==> src/rtl/vjh_pkg.sv <==
package vjh_pkg;

    localparam int IR_W = 10;

    // physical opcodes the hub responds to
    localparam logic [IR_W-1:0] IR_VDR = 10'b00_0000_1100;
    localparam logic [IR_W-1:0] IR_VIR = 10'b00_0000_1110;

    typedef enum logic [3:0] {
        ST_RESET  = 4'd0,
        ST_IDLE   = 4'd1,
        ST_SEL_DR = 4'd2,
        ST_CAP_DR = 4'd3,
        ST_SH_DR  = 4'd4,
        ST_E1_DR  = 4'd5,
        ST_P_DR   = 4'd6,
        ST_E2_DR  = 4'd7,
        ST_UP_DR  = 4'd8,
        ST_SEL_IR = 4'd9,
        ST_CAP_IR = 4'd10,
        ST_SH_IR  = 4'd11,
        ST_E1_IR  = 4'd12,
        ST_P_IR   = 4'd13,
        ST_E2_IR  = 4'd14,
        ST_UP_IR  = 4'd15
    } tap_st_e;

endpackage

==> src/rtl/vjh_tap_decode.sv <==
module vjh_tap_decode
    import vjh_pkg::*;
(
    input  logic [3:0]      tap_state,
    input  logic [IR_W-1:0] ir_value,
    output logic            is_vdr,
    output logic            is_vir,
    output logic            in_reset,
    output logic            st_cdr,
    output logic            st_sdr,
    output logic            st_e1dr,
    output logic            st_e2dr,
    output logic            st_pdr,
    output logic            st_udr,
    output logic            st_e1ir,
    output logic            st_uir
);

    always_comb begin
        is_vdr   = (ir_value == IR_VDR);
        is_vir   = (ir_value == IR_VIR);
        in_reset = (tap_state == ST_RESET);
        st_cdr   = (tap_state == ST_CAP_DR);
        st_sdr   = (tap_state == ST_SH_DR);
        st_e1dr  = (tap_state == ST_E1_DR);
        st_e2dr  = (tap_state == ST_E2_DR);
        st_pdr   = (tap_state == ST_P_DR);
        st_udr   = (tap_state == ST_UP_DR);
        st_e1ir  = (tap_state == ST_E1_IR);
        st_uir   = (tap_state == ST_UP_IR);
    end

endmodule

==> src/rtl/vjh_vir_chain.sv <==
module vjh_vir_chain #(
    parameter int NODES  = 4,
    parameter int ADDR_W = 3,
    parameter int VIR_W  = 4
) (
    input  logic                     clk,
    input  logic                     rst_n,
    input  logic                     tdi,
    input  logic                     sel,
    input  logic                     cap,
    input  logic                     sh,
    input  logic                     up,
    input  logic                     clr,
    output logic                     chain_lsb,
    output logic [ADDR_W-1:0]        active_addr,
    output logic                     addr_valid,
    output logic [NODES*VIR_W-1:0]   vir_flat
);

    localparam int CHAIN_W = ADDR_W + VIR_W;
    localparam logic [ADDR_W:0] NODES_L = (ADDR_W+1)'(NODES);

    typedef struct packed {
        logic [CHAIN_W-1:0]               sr;
        logic [ADDR_W-1:0]                addr;
        logic [NODES-1:0][VIR_W-1:0]      vir;
    } chain_st_t;

    chain_st_t st_d, st_q;

    logic [VIR_W-1:0]  cur_vir;
    logic [ADDR_W-1:0] new_addr;
    logic [VIR_W-1:0]  new_vir;

    // value held for the active node (zero when no node matches)
    always_comb begin
        cur_vir = '0;
        for (int i = 0; i < NODES; i++) begin
            if (st_q.addr == ADDR_W'(i)) cur_vir = st_q.vir[i];
        end
    end

    assign new_addr = st_q.sr[CHAIN_W-1:VIR_W];
    assign new_vir  = st_q.sr[VIR_W-1:0];

    always_comb begin
        st_d = st_q;
        if (clr) begin
            st_d = '0;
        end else if (sel) begin
            if (cap) begin
                st_d.sr = {st_q.addr, cur_vir};
            end else if (sh) begin
                st_d.sr = {tdi, st_q.sr[CHAIN_W-1:1]};
            end else if (up) begin
                st_d.addr = new_addr;
                for (int i = 0; i < NODES; i++) begin
                    if (new_addr == ADDR_W'(i)) st_d.vir[i] = new_vir;
                end
            end
        end
    end

    always_ff @(posedge clk or negedge rst_n) begin
        if (!rst_n) st_q <= '0;
        else        st_q <= st_d;
    end

    assign chain_lsb   = st_q.sr[0];
    assign active_addr = st_q.addr;
    assign addr_valid  = ({1'b0, st_q.addr} < NODES_L);
    assign vir_flat    = st_q.vir;

endmodule

==> src/rtl/vjh_vdr_route.sv <==
module vjh_vdr_route #(
    parameter int NODES  = 4,
    parameter int ADDR_W = 3
) (
    input  logic              clk,
    input  logic              rst_n,
    input  logic              tdi,
    input  logic              sel,
    input  logic              cap,
    input  logic              sh,
    input  logic              clr,
    input  logic [ADDR_W-1:0] addr,
    input  logic              addr_valid,
    input  logic [NODES-1:0]  node_so,
    output logic [NODES-1:0]  node_en,
    output logic              tdo_vdr
);

    logic byp_d, byp_q;
    logic picked;

    // one enable per node, only under the data opcode
    for (genvar g = 0; g < NODES; g++) begin : g_en
        assign node_en[g] = sel && (addr == ADDR_W'(g));
    end

    always_comb begin
        picked = 1'b0;
        for (int i = 0; i < NODES; i++) begin
            if (addr == ADDR_W'(i)) picked = node_so[i];
        end
    end

    always_comb begin
        byp_d = byp_q;
        if (clr) begin
            byp_d = 1'b0;
        end else if (sel && !addr_valid) begin
            if (cap)     byp_d = 1'b0;
            else if (sh) byp_d = tdi;
        end
    end

    always_ff @(posedge clk or negedge rst_n) begin
        if (!rst_n) byp_q <= 1'b0;
        else        byp_q <= byp_d;
    end

    assign tdo_vdr = addr_valid ? picked : byp_q;

endmodule

==> src/rtl/vjh_top.sv <==
module vjh_top
    import vjh_pkg::*;
#(
    parameter int NODES  = 4,
    parameter int ADDR_W = 3,
    parameter int VIR_W  = 4
) (
    input  logic                   clk,
    input  logic                   rst_n,
    input  logic [9:0]             ir_value,
    input  logic [3:0]             tap_state,
    input  logic                   tdi,
    input  logic [NODES-1:0]       node_so,
    output logic                   tdo,
    output logic                   node_si,
    output logic [NODES-1:0]       node_en,
    output logic [NODES*VIR_W-1:0] vir_out,
    output logic                   st_cdr,
    output logic                   st_sdr,
    output logic                   st_e1dr,
    output logic                   st_e2dr,
    output logic                   st_pdr,
    output logic                   st_udr,
    output logic                   st_e1ir,
    output logic                   st_uir
);

    logic              is_vdr, is_vir, in_reset;
    logic              chain_lsb, addr_valid, tdo_vdr;
    logic [ADDR_W-1:0] active_addr;

    vjh_tap_decode u_dec (
        .tap_state (tap_state),
        .ir_value  (ir_value),
        .is_vdr    (is_vdr),
        .is_vir    (is_vir),
        .in_reset  (in_reset),
        .st_cdr    (st_cdr),
        .st_sdr    (st_sdr),
        .st_e1dr   (st_e1dr),
        .st_e2dr   (st_e2dr),
        .st_pdr    (st_pdr),
        .st_udr    (st_udr),
        .st_e1ir   (st_e1ir),
        .st_uir    (st_uir)
    );

    vjh_vir_chain #(.NODES(NODES), .ADDR_W(ADDR_W), .VIR_W(VIR_W)) u_vir (
        .clk         (clk),
        .rst_n       (rst_n),
        .tdi         (tdi),
        .sel         (is_vir),
        .cap         (st_cdr),
        .sh          (st_sdr),
        .up          (st_udr),
        .clr         (in_reset),
        .chain_lsb   (chain_lsb),
        .active_addr (active_addr),
        .addr_valid  (addr_valid),
        .vir_flat    (vir_out)
    );

    vjh_vdr_route #(.NODES(NODES), .ADDR_W(ADDR_W)) u_vdr (
        .clk        (clk),
        .rst_n      (rst_n),
        .tdi        (tdi),
        .sel        (is_vdr),
        .cap        (st_cdr),
        .sh         (st_sdr),
        .clr        (in_reset),
        .addr       (active_addr),
        .addr_valid (addr_valid),
        .node_so    (node_so),
        .node_en    (node_en),
        .tdo_vdr    (tdo_vdr)
    );

    assign node_si = tdi;

    always_comb begin
        if (is_vir)      tdo = chain_lsb;
        else if (is_vdr) tdo = tdo_vdr;
        else             tdo = 1'b0;
    end

endmodule

==> config.mk <==
export PLATFORM = sky130hd
export DESIGN_NAME = vjh_top
export DESIGN_NICKNAME = d
export VERILOG_FILES = /design/src/rtl/vjh_pkg.sv /design/src/rtl/vjh_tap_decode.sv /design/src/rtl/vjh_vir_chain.sv /design/src/rtl/vjh_vdr_route.sv /design/src/rtl/vjh_top.sv
export SDC_FILE = /design/constraint.sdc
export NUM_CORES = 1
export LEC_CHECK = 0
export BUFFER_PORTS_ARGS = -buffer_cell sky130_fd_sc_hd__buf_2
export CORE_ASPECT_RATIO = 0.5
export CORE_UTILIZATION = 50
export CTS_BUF_LIST = sky130_fd_sc_hd__clkbuf_8
export DETAILED_ROUTE_END_ITERATION = 8
export PLACE_DENSITY = 0.79
export SETUP_SLACK_MARGIN = 0.1
export SYNTH_ARGS = -nofsm -noshare
export SYNTH_HDL_FRONTEND = slang
export SYNTH_SLANG_ARGS = --single-unit
==> constraint.sdc <==
create_clock -name clk -period 3.6 [get_ports clk]
set_input_delay 0.36 -clock clk [delete_from_list [all_inputs] [get_ports clk]]
set_output_delay 0.36 -clock clk [all_outputs]
set_load 0.005 [all_outputs]
==> flow_summary.yaml, run 1 <==
synthesis:
  synth_cells: 145
  ys.flop_type: "dfrtp_1"
  synth.net_count: 166
  yosysMostFrequentCell: "dfrtp_1"
  synth_common_cells: "dfrtp_1, a22o_1, nand2_1, nor2_1"
  synth.cell_area_um2: 1614
  synthArstFlopShare_pct: 100.0
  ys_types: 46
  seq_area_frac_synth_pct: 41.86
  avgSynthCellArea_um2: 11.13
  synth_top_area_share_pct: 41.86
  synthTopCellsByArea: "dfrtp_1, a22o_1, mux4_2"
  synth_top_area_cell: "dfrtp_1"
  synth_warnings: 0
  synth-edff-count: 0
  synth-seq-cells: 27
status:
  outcome: "finished, final reports clean"
clocking:
  numCtsBuffers: 3
  clock_latency_ns: 0.28
  post_cts_resized: 0
  clock-sinks: 27
  htree_levels: 1
  cts_root_buffer: "clkbuf_8"
  path_clk_slew_ns: 0.10
  post_cts_buffers: 0
  holdBufCountCts: 0
  cts_tree: "yes"
  clock_path_buffers: 2
sta:
  tns_ns: 0
  slew_viol_final: 0
  fmax_mhz: 446.0
  rsz0062_at_grt: "false"
  setup_viol: 0
  slew_headroom_pct: 60.31
  hold_viol_final: 0
  period_minus_slack_ns: 2.242
  worst_pin_slew_ns: 0.5954
  skew_ns: 0.001393
  period_share_pct: 62.28
global_routing:
  grt_max_degree: 28
  overflow: 0
  grt_pass1_vias: 1308
  grt_pass1_wl_mm: 6.548
  antenna_found_initial: 0
  track_usage_pct: 26.05
route:
  drt_first_pass_iters: 4
  drtAntennaViolNets: 0
  drt_iter0_drc: 126
  drc: 0
  avgViaCountPerCell: 6.362
  wirelength_mm: 4.059
  detail_route.wl_per_cell_um: 17.72
  vias: 1457
setup_path:
  crit_fanout: 11
  worstPathRequired_ns: 3.24
  worstSetupEndpointType: "output pin"
  r2r_cells: 3
  crit_type: "flip-flop to output pin"
  critPathLaunchType: "flip-flop"
  crit_arrival_ns: 1.88
power_and_ir_drop:
  p_per_area_nw_per_um2: 290.3
  peakVddDrop_v: 0.0002813
  p_leak_nw: 0.9190
floorplanning:
  core_area_um2: 3030
  fp.dieH_um: 42.18
  pin_count: 51
  die_w_um: 82.35
  dieArea_um2: 3473
  rows: 14
  initial_core_util_pct: 53.26
flow_run:
  drv_cap: 0
placement:
  portBuffers: 50
  place_hpwl_mm: 2.970
  gp_congestion: 0.8246
worst_hold_path:
  hold_path.class: "input port to asynchronous set/reset pin"
layout:
  layout.nets: 211
  drive_above_1_share_pct: 36.51
  diodes: 0
  utilization_pct: 62.72
  synthToLayoutAreaGrowth_pct: 17.75
-- flip-flops by register name, indices dropped and copies added (netlist names) --
name and count:
u_vdr.byp_q 1, u_vir.active_addr 3, u_vir.chain_lsb 1, u_vir.new_addr 3, u_vir.new_vir 3, u_vir.vir_flat 16
-- metal layers --
metal | vias up | share of wire, % | global-route usage (%)
li1 | 664 | - | -
met1 | 725 | 47 | 39.15
met2 | 64 | 45 | 37.52
met3 | 4 | 6.7 | 5.435
met4 | 0 | 0.94 | 8.070
met5 | - | 0 | 0
-- worst max-delay path, stage by stage (launching register included) --
cell and delay (ns):
dfrtp_1 0.66, mux4_2 0.58, mux2i_1 0.14, o21ai_0 0.08
buf_2 0.13
-- power by group --
group	total, mW	switching, mW	internal (mW)
registers	0.310	0.00486	0.305
logic	0.0564	0.0340	0.0224
clock network	0.185	0.106	0.0790
-- kinds of logic after synthesis --
kind of cell	after synthesis	share of synthesized area, %
compound gates	39	20.23
buf+inv	13	4.574
flops	27	41.86
mux	9	9.767
simple gates	57	23.57
-- final cells by class --
class	instances	area [um2]
Clock inverter	1	7.507
Clock buffer	3	41.29
Multi-Input combinational cell	105	864.6
Tap cell	40	50.05
Sequential cell	27	675.6
Fill cell	261	1130
Timing Repair Buffer	50	250.2
Inverter	3	11.26
-- path summary, 6_finish.rpt --
path                                           start           endpoint  slack (ns)
worst min register to register     u_vir.vir_flat[8]  u_vir.vir_flat[8]        0.53
max in group asynchronous                      rst_n  u_vir.vir_flat[6]        3.14
min in group clk                                 tdi        u_vdr.byp_q        0.44
worst min-delay path                           rst_n        u_vdr.byp_q        0.06
worst max-delay path            u_vir.active_addr[0]                tdo        1.36
worst max register to register  u_vir.active_addr[0]    u_vir.chain_lsb        1.96
-- stage by stage --
stage / total power, mW / setup WS (ns) / hold WS [ns] / instance area (um2) / cells
after global routing: 0.5733 / 1.258 / 0.1083 / 1901 / 229
after floorplan: 0.3462 / 1.985 / 0.06441 / 1614 / 145
after CTS: 0.5516 / 1.364 / 0.08871 / 1901 / 229
final: 0.5518 / 1.358 / 0.06314 / 1901 / 229
after detailed placement: 0.3721 / 1.615 / 0.4019 / 1852 / 225
after global placement: 0.3695 / 1.651 / 0.3830 / 1852 / 225
-- cell usage in the layout (no fill, tap or decap), drive strengths merged, types with 2 or more instances in the layout --
| master | synthesis | final |
|---|---|---|
| a22o | 17 | 17 |
| nand3b | 2 | 2 |
| o2bb2ai | 6 | 6 |
| clkbuf | 2 | 3 |
| o21ai | 3 | 3 |
| nor3 | 5 | 5 |
| dfrtp | 27 | 27 |
| or3 | 2 | 2 |
| buf | 8 | 50 |
| nor2 | 9 | 9 |
| mux4 | 5 | 5 |
| mux2i | 3 | 3 |
| o211ai | 2 | 2 |
| nor3b | 4 | 4 |
| a22oi | 4 | 4 |
| inv | 3 | 3 |
| nor4b | 3 | 3 |
| nand4 | 2 | 2 |
| nand3 | 6 | 6 |
| and2 | 2 | 2 |
| nand2 | 8 | 8 |
| and3 | 4 | 4 |
| a21o | 2 | 2 |
| nor4 | 3 | 3 |
(Power assumes the default switching activity.)
==> run 2, diff against run 1 <==
--- a/config.mk
+++ b/config.mk
@@ -7,10 +7,10 @@
 export LEC_CHECK = 0
 export BUFFER_PORTS_ARGS = -buffer_cell sky130_fd_sc_hd__buf_2
 export CORE_ASPECT_RATIO = 0.5
-export CORE_UTILIZATION = 50
+export CORE_UTILIZATION = 47
 export CTS_BUF_LIST = sky130_fd_sc_hd__clkbuf_8
 export DETAILED_ROUTE_END_ITERATION = 8
-export PLACE_DENSITY = 0.79
+export PLACE_DENSITY = 0.77
 export SETUP_SLACK_MARGIN = 0.1
 export SYNTH_ARGS = -nofsm -noshare
 export SYNTH_HDL_FRONTEND = slang
==> constraint.sdc (replaced) <==
create_clock -name clk -period 1.9 [get_ports clk]
set_input_delay 0.19 -clock clk [delete_from_list [all_inputs] [get_ports clk]]
set_output_delay 0.19 -clock clk [all_outputs]
set_load 0.005 [all_outputs]
==> flow_summary.yaml, run 2 (synthesis gave the netlist of run 1 again) <==
status:
  outcome: "finished, violations left"
  violations: "DRC"
floorplanning:
  fp.dieH_um: 43.44
  rows: 14
  dieArea_um2: 3687
  die_w_um: 84.88
  core_area_um2: 3136
  pin_count: 51
  initial_core_util_pct: 51.48
sta:
  fmax_mhz: 582.3
  worst_pin_slew_ns: 0.5819
  slew_headroom_pct: 61.20
  hold_viol_final: 0
  skew_ns: 0.006284
  hold_ws_ns: 0.2543
  tns_ns: 0
  slew_viol_final: 0
  period_minus_slack_ns: 1.717
  setup_viol: 0
  rsz0062_at_grt: "false"
  period_share_pct: 90.39
placement:
  portBuffers: 50
  gp_congestion: 0.9355
  placed_area_um2: 1874
  place_hpwl_mm: 3.120
power_and_ir_drop:
  p_per_area_nw_per_um2: 531.1
  p_leak_nw: 0.9404
  peakVddDrop_v: 0.0003098
global_routing:
  grt_pass1_vias: 1244
  grt_pass1_wl_mm: 6.354
  antenna_found_initial: 0
  track_usage_pct: 23.25
  grt_max_degree: 28
  overflow: 0
layout:
  drive_above_1_share_pct: 39.18
  register_area_um2: 678.2
  largest_register_ff_count: 16
  design_area_um2: 1948
  final_cell_mix: "buf_2, dfrtp_1, a22o_1"
  utilization_pct: 62.13
  layout.nets: 216
  diodes: 0
  multi_input_area_um2: 869.6
  synthToLayoutAreaGrowth_pct: 20.70
  final_common_cell: "buf_2"
  fill_cells: 247
clocking:
  clock-sinks: 27
  cts_root_buffer: "clkbuf_8"
  htree_levels: 1
  clock_path_buffers: 2
  numCtsBuffers: 3
  cts_tree: "yes"
  path_clk_slew_ns: 0.10
  clock_latency_ns: 0.28
route:
  drt_iter0_drc: 101
  drc: 3
  detail_route.wl_per_cell_um: 17.56
  vias: 1419
  avgViaCountPerCell: 6.064
  wirelength_mm: 4.110
  drt_first_pass_iters: 8
  drtAntennaViolNets: 0
setup_path:
  r2r_setup_slack_ns: 0.24
  r2r_start: "u_vir.new_addr[2]"
  critPathLaunchType: "flip-flop"
  r2r_cells: 4
  crit_arrival_ns: 1.53
  crit_fanout: 2
  crit_type: "flip-flop to output pin"
  worstPathRequired_ns: 1.71
  worstSetupEndpointType: "output pin"
  r2r_end: "u_vir.vir_flat[7]"
worst_hold_path:
  hold_path.class: "input port to flip-flop"
  hold_start: "tdi"
  min_to: "u_vdr.byp_q"
  whs_path_depth: 4
flow_run:
  drv_cap: 0
==> run 2: timing repair <==
| item | in CTS | in global routing |
|---|---|---|
| endpoints found under the setup margin | 1 | 1 |
| hold buffers | 1 | 0 |
| endpoints found under the hold margin | 27 | 0 |
| resized for setup | 2 | 1 |
| buffers inserted | 1 | 0 |
==> run 2: where the power goes <==
group	switching, mW	internal [mW]	total [mW]
Combinational	0.0622	0.0445	0.107
Clock	0.191	0.149	0.340
Sequential	0.00997	0.578	0.588
Total	0.263	0.772	1.03
==> run 2: area by class of cell <==
type,count,area share [%]
clock inverter,1,0.3854
clock buffer,3,2.119
timing repair buffer,55,14.90
tap,40,2.569
multi-input combinational,105,44.64
inverter,3,0.5780
sequential,27,34.81
==> run 2: how the worst max path moves through the flow <==
stage | to | cells past startpoint | startpoint | slack, ns
global placement | u_vir.new_addr[2] | 5 | tap_state[1] | 0.27
detailed placement | node_en[2] | 5 | ir_value[7] | 0.22
global route | tdo | 4 | u_vir.active_addr[0] | 0.11
finish | tdo | 4 | u_vir.active_addr[0] | 0.18
floorplan | u_vir.new_addr[2] | 6 | tap_state[0] | 0.46
CTS | tdo | 4 | u_vir.active_addr[0] | 0.16
==> run 2: routing by layer <==
layer / wire [um] / part of all wire, % / global-route usage (%) / vias up
met3: 300 / 7.3 / 5.143 / 3
met1: 2041 / 50 / 33.91 / 688
met5: 0 / 0 / 0 / -
met2: 1746 / 42 / 36.91 / 62
li1: - / - / - / 666
met4: 21 / 0.51 / 3.729 / 0
==> run 2: per-stage QoR <==
stage          power, mW  instances  setup slack [ns]
6_report           1.035        234            0.1826
5_1_grt            1.070        234            0.1094
4_1_cts            1.034        234            0.1587
3_5_place_dp      0.7038        228            0.2213
3_3_place_gp      0.7004        228            0.2748
2_1_floorplan     0.6560        145            0.4554
==> run 2: critical path, stage by stage (launching register included) <==
cell and delay, ns:
dfrtp_2 0.38, mux4_2 0.51, mux2i_1 0.14, o21ai_0 0.08, buf_2 0.14
